**src/rtl/vend_pkg.sv**
```systemverilog
package vend_pkg;

    localparam int STATE_W = 3;
    localparam int LATCH_N = 4;

    // Credit states hold the quarter count; action states last one cycle.
    typedef enum logic [STATE_W-1:0] {
        ST_EMPTY  = 3'd0,
        ST_ONE    = 3'd1,
        ST_PAID   = 3'd2,
        ST_GIVE_A = 3'd3,
        ST_GIVE_B = 3'd4,
        ST_RETURN = 3'd5
    } vstate_e;

    typedef struct packed {
        logic coin;
        logic pick_a;
        logic pick_b;
        logic refund;
    } vreq_t;

    typedef struct packed {
        logic drop_a;
        logic drop_b;
        logic drop_refund;
        logic keep;
    } vlatch_t;

    typedef struct packed {
        vstate_e state;
    } vregs_t;

endpackage

```
**src/rtl/vend_next_state.sv**
```systemverilog
module vend_next_state
    import vend_pkg::*;
(
    input  vstate_e cur,
    input  vreq_t   req,
    output vstate_e nxt
);

    always_comb begin
        nxt = ST_EMPTY;
        case (cur)
            ST_EMPTY: begin
                // nothing to give back, so only a coin matters
                nxt = req.coin ? ST_ONE : ST_EMPTY;
            end
            ST_ONE: begin
                if (req.refund)
                    nxt = ST_RETURN;
                else if (req.coin)
                    nxt = ST_PAID;
                else
                    nxt = ST_ONE;
            end
            ST_PAID: begin
                // refund first, then A, then B; extra coins saturate
                if (req.refund)
                    nxt = ST_RETURN;
                else if (req.pick_a)
                    nxt = ST_GIVE_A;
                else if (req.pick_b)
                    nxt = ST_GIVE_B;
                else
                    nxt = ST_PAID;
            end
            ST_GIVE_A, ST_GIVE_B, ST_RETURN: begin
                nxt = ST_EMPTY;
            end
            default: begin
                nxt = ST_EMPTY;
            end
        endcase
    end

endmodule

```
**src/rtl/vend_latch_decode.sv**
```systemverilog
module vend_latch_decode
    import vend_pkg::*;
(
    input  vstate_e cur,
    output vlatch_t lat
);

    always_comb begin
        lat = '0;
        case (cur)
            ST_GIVE_A: begin
                lat.drop_a = 1'b1;
                lat.keep   = 1'b1;
            end
            ST_GIVE_B: begin
                lat.drop_b = 1'b1;
                lat.keep   = 1'b1;
            end
            ST_RETURN: begin
                lat.drop_refund = 1'b1;
            end
            default: begin
                lat = '0;
            end
        endcase
    end

endmodule

```
**src/rtl/vend_ctrl.sv**
```systemverilog
module vend_ctrl
    import vend_pkg::*;
(
    input  logic clk,
    input  logic rst,
    input  logic coin_in,
    input  logic sel_a,
    input  logic sel_b,
    input  logic refund_req,
    output logic rel_a,
    output logic rel_b,
    output logic rel_refund,
    output logic take_coins
);

    vregs_t  regs_d;
    vregs_t  regs_q;
    vreq_t   req;
    vstate_e state_q;
    vstate_e state_nx;
    vlatch_t lat;

    assign req     = '{coin: coin_in, pick_a: sel_a, pick_b: sel_b, refund: refund_req};
    assign state_q = regs_q.state;

    vend_next_state u_next (
        .cur (state_q),
        .req (req),
        .nxt (state_nx)
    );

    vend_latch_decode u_dec (
        .cur (state_q),
        .lat (lat)
    );

    always_comb begin
        regs_d       = regs_q;
        regs_d.state = state_nx;
    end

    always_ff @(posedge clk) begin
        if (rst)
            regs_q <= '{state: ST_EMPTY};
        else
            regs_q <= regs_d;
    end

    assign rel_a      = lat.drop_a;
    assign rel_b      = lat.drop_b;
    assign rel_refund = lat.drop_refund;
    assign take_coins = lat.keep;

endmodule

```
**config.mk**
```make
export PLATFORM = sky130hd
export DESIGN_NAME = vend_ctrl
export DESIGN_NICKNAME = d
export VERILOG_FILES = /design/src/rtl/vend_pkg.sv /design/src/rtl/vend_next_state.sv /design/src/rtl/vend_latch_decode.sv /design/src/rtl/vend_ctrl.sv
export SDC_FILE = /design/constraint.sdc
export NUM_CORES = 1
export LEC_CHECK = 0
export BUFFER_PORTS_ARGS = -buffer_cell sky130_fd_sc_hd__buf_2
export CORE_AREA = 4 4 41 43
export CTS_BUF_LIST = sky130_fd_sc_hd__clkbuf_4 sky130_fd_sc_hd__clkbuf_8
export DETAILED_ROUTE_END_ITERATION = 6
export DIE_AREA = 0 0 45 47
export PLACE_DENSITY = 0.46
export SLEW_MARGIN = 20
export SYNTH_ARGS = -nofsm -noshare
export SYNTH_HDL_FRONTEND = slang
export SYNTH_SLANG_ARGS = --single-unit
```
**constraint.sdc**
```tcl
create_clock -name clk -period 2.4 [get_ports clk]
set_input_delay 0.12 -clock clk [delete_from_list [all_inputs] [get_ports clk]]
set_output_delay 0.12 -clock clk [all_outputs]
set_load 0.02 [all_outputs]
```
==> impl_metrics.yaml <==
outcome:
  outcome: "complete, no violations"
finish:
  largest-register: "regs_q"
  final-instance-count-excl-fill: 53
  layout-drive-gt1-share: 0.4474
  largest_reg_flops: 3
  antenna_cells: 0
  utilization: 0.2250
  fin_nets: 45
  areaGrowthSynthToFinish_pct: 41.82
  top_regs: "regs_q: 3 flops"
logic_synthesis:
  synth_top_family_by_area: "simple AND/OR/NAND/NOR gates"
  yosysTopAreaCellShare: 0.2909
  yosys_warnings: 0
  syn_inst: 26
  synth_adder_area_share: 0
  synth_nets: 32
  synth_cell_types: 16
  synthesis.area_um2: 206.4
  ys_seq_area_frac: 0.2909
  synth_top_area_cell: "dfxtp_1"
  synthXorXnorAreaFrac: 0.04242
  ys_ff_latch: 3
  synthTopCellsByArea: "dfxtp_1, nor2_1, nor2b_4, nand2b_1, nor4_2"
  avgSynthCellArea_um2: 7.940
  synth_simple_gate_area_frac: 0.4545
  synthMuxAreaShare: 0
  synth_compound_area_frac: 0.1394
timing:
  clock_skew_ns: 0.001264
  fin_tns_setup_ns: 0
  slew_viol_final: 0
  rsz0062_at_grt: "false"
  tightest_slew_ns: 0.3261
  hold_viol: 0
  fin_crit_ns: 1.348
  period_share: 0.5615
  clock.fmax_mhz: 742.1
  maxSlewHeadroom: 0.7823
  layout_setup_ws_ns: 1.052
  setup-violations-final: 0
floorplanning:
  rows: 13
  ios: 10
  start_util: 0.1587
  die-area_mm2: 0.002115
  die_w_um: 45
  coreArea_mm2: 0.001301
  die_h_um: 47
worst_hold_path:
  min-delay-start: "refund_req"
  hold_path.class: "primary input to flip-flop"
  worstHoldEndpoint: "regs_q[1]"
  hold_depth: 2
placement:
  portBuffers: 9
  gp_congestion: 0.6720
  hpwl_um: 370.7
  dp_cells: 49
  dp_slack_ns: 1.306
cts:
  clockRootBuffer: "clkbuf_4"
  numClockSinks: 3
  cts_hold_buf: 0
  postCtsSetupBuffers: 0
  cts_resized: 0
  cts_tree: "done"
  htreeDepth: 1
  numCtsBuffers: 3
  clk_pin_slew_ns: 0.04
  clk_path_buf_depth: 2
  insertion_delay_ns: 0.23
routing:
  routed_wl_um: 471
  dr.pass1.iters: 3
  routed_via_density: 3.925
  dr_total_vias: 208
  postRouteAntennaNets: 0
  drt-initial-drc-count: 5
  drc: 0
  wl_per_cell_um: 8.887
power:
  peakVddDrop_mv: 0.2277
  p_seq_frac: 0.327
  switching_share: 0.2484
  p_leak_nw: 0.1408
  power_frac_clock: 0.536
  p_per_area_mw_per_mm2: 632.7
  switching_power_uw: 46.01
  power.internal_uw: 139.2
  p_comb_frac: 0.138
critical_path:
  critPathRequiredTime_ns: 2.28
  path_class: "flip-flop to primary output"
  crit_path_max_fanout: 8
  reg2regPathDepth: 3
  r2r_end: "regs_q[2]"
  r2r-start: "regs_q[0]"
  arrival_ns: 1.23
  worst_setup_path_start_kind: "flip-flop"
  end_kind: "primary output"
  startpoint: "regs_q[0]"
  regToRegSetupSlack_ns: 1.40
grt:
  grt_pass1_vias: 191
  grt_max_degree: 9
  gr-usage-all-layers: 0.05757
  overflow: 0
  antenna_found_initial: 0
  grt_pass1_wl_um: 807
job:
  cap_violations: 0
-- area by class of cell --
cell class,count,area (µm²)
Inverter,2,7.507
Clock buffer,4,30.03
Sequential cell,3,60.06
Timing Repair Buffer,9,45.04
Tap cell,15,18.77
Multi-Input combinational cell,20,131.4
Fill cell,153,1008
-- layer usage --
layer | track usage | part of all wire
met5 | 0 | 0
met4 | 0.01754 | 0
met3 | 0.05747 | 0.13
met2 | 0.07062 | 0.35
met1 | 0.06787 | 0.52
-- worst max-delay path by stage --
stage                     slack (ns)          to  cells after the start
after floorplan                 1.38  take_coins                      2
after global placement          1.32  take_coins                      3
after detailed placement        1.31  take_coins                      3
after CTS                       1.05  take_coins                      3
after global routing            0.93  take_coins                      3
final                           1.05  take_coins                      3
-- worst max-delay path: stages, from the launching register on --
cell and delay, ns:
dfxtp_1 0.50, nand2_1 0.15, o22ai_1 0.16, buf_2 0.18
-- cells by family (layout without fill, tap and decap cells) --
logic type | Yosys count | after routing
simple gates | 15 | 15
compound gates | 4 | 4
flops | 3 | 3
buf+inv | 3 | 15
xor+xnor | 1 | 1
-- through the flow --
step,hold slack [ns],area [µm²],power [mW]
2_1_floorplan,0.1904,206.4,0.07833
3_3_place_gp,0.3322,262.8,0.08692
3_5_place_dp,0.3293,262.8,0.08679
4_1_cts,0.07761,292.8,0.1928
5_1_grt,0.07737,292.8,0.2031
6_report,0.08927,292.8,0.1852
-- power by group through the flow --
| stage | Clock [mW] | Combinational, mW | Sequential (mW) |
|---|---|---|---|
| detailed placement | 0 | 0.0257 | 0.0611 |
| global placement | 0 | 0.0259 | 0.0610 |
| CTS | 0.107 | 0.0258 | 0.0603 |
| global route | 0.113 | 0.0285 | 0.0615 |
| finish | 0.0993 | 0.0255 | 0.0605 |
| floorplan | 0 | 0.0219 | 0.0564 |
-- cell usage in the layout (no fill, tap or decap), drive strengths merged --
cell type	count
a21oi	1
a2bb2oi	1
a32oi	1
buf	9
clkbuf	4
dfxtp	3
inv	2
nand2	3
nand2b	3
nor2	4
nor2b	1
nor3	3
nor4	1
o22ai	1
xor2	1
-- Yosys cell counts --
cell type,n
buf_4,1
nor4_2,1
o22ai_1,1
a32oi_1,1
a2bb2oi_1,1
xor2_1,1
inv_1,2
dfxtp_1,3
nor2_1,4
nand2_1,3
nor2b_4,1
nand2b_2,1
nor3_2,1
a21oi_1,1
nor3_1,2
nand2b_1,2
(Power assumes the default switching activity.)
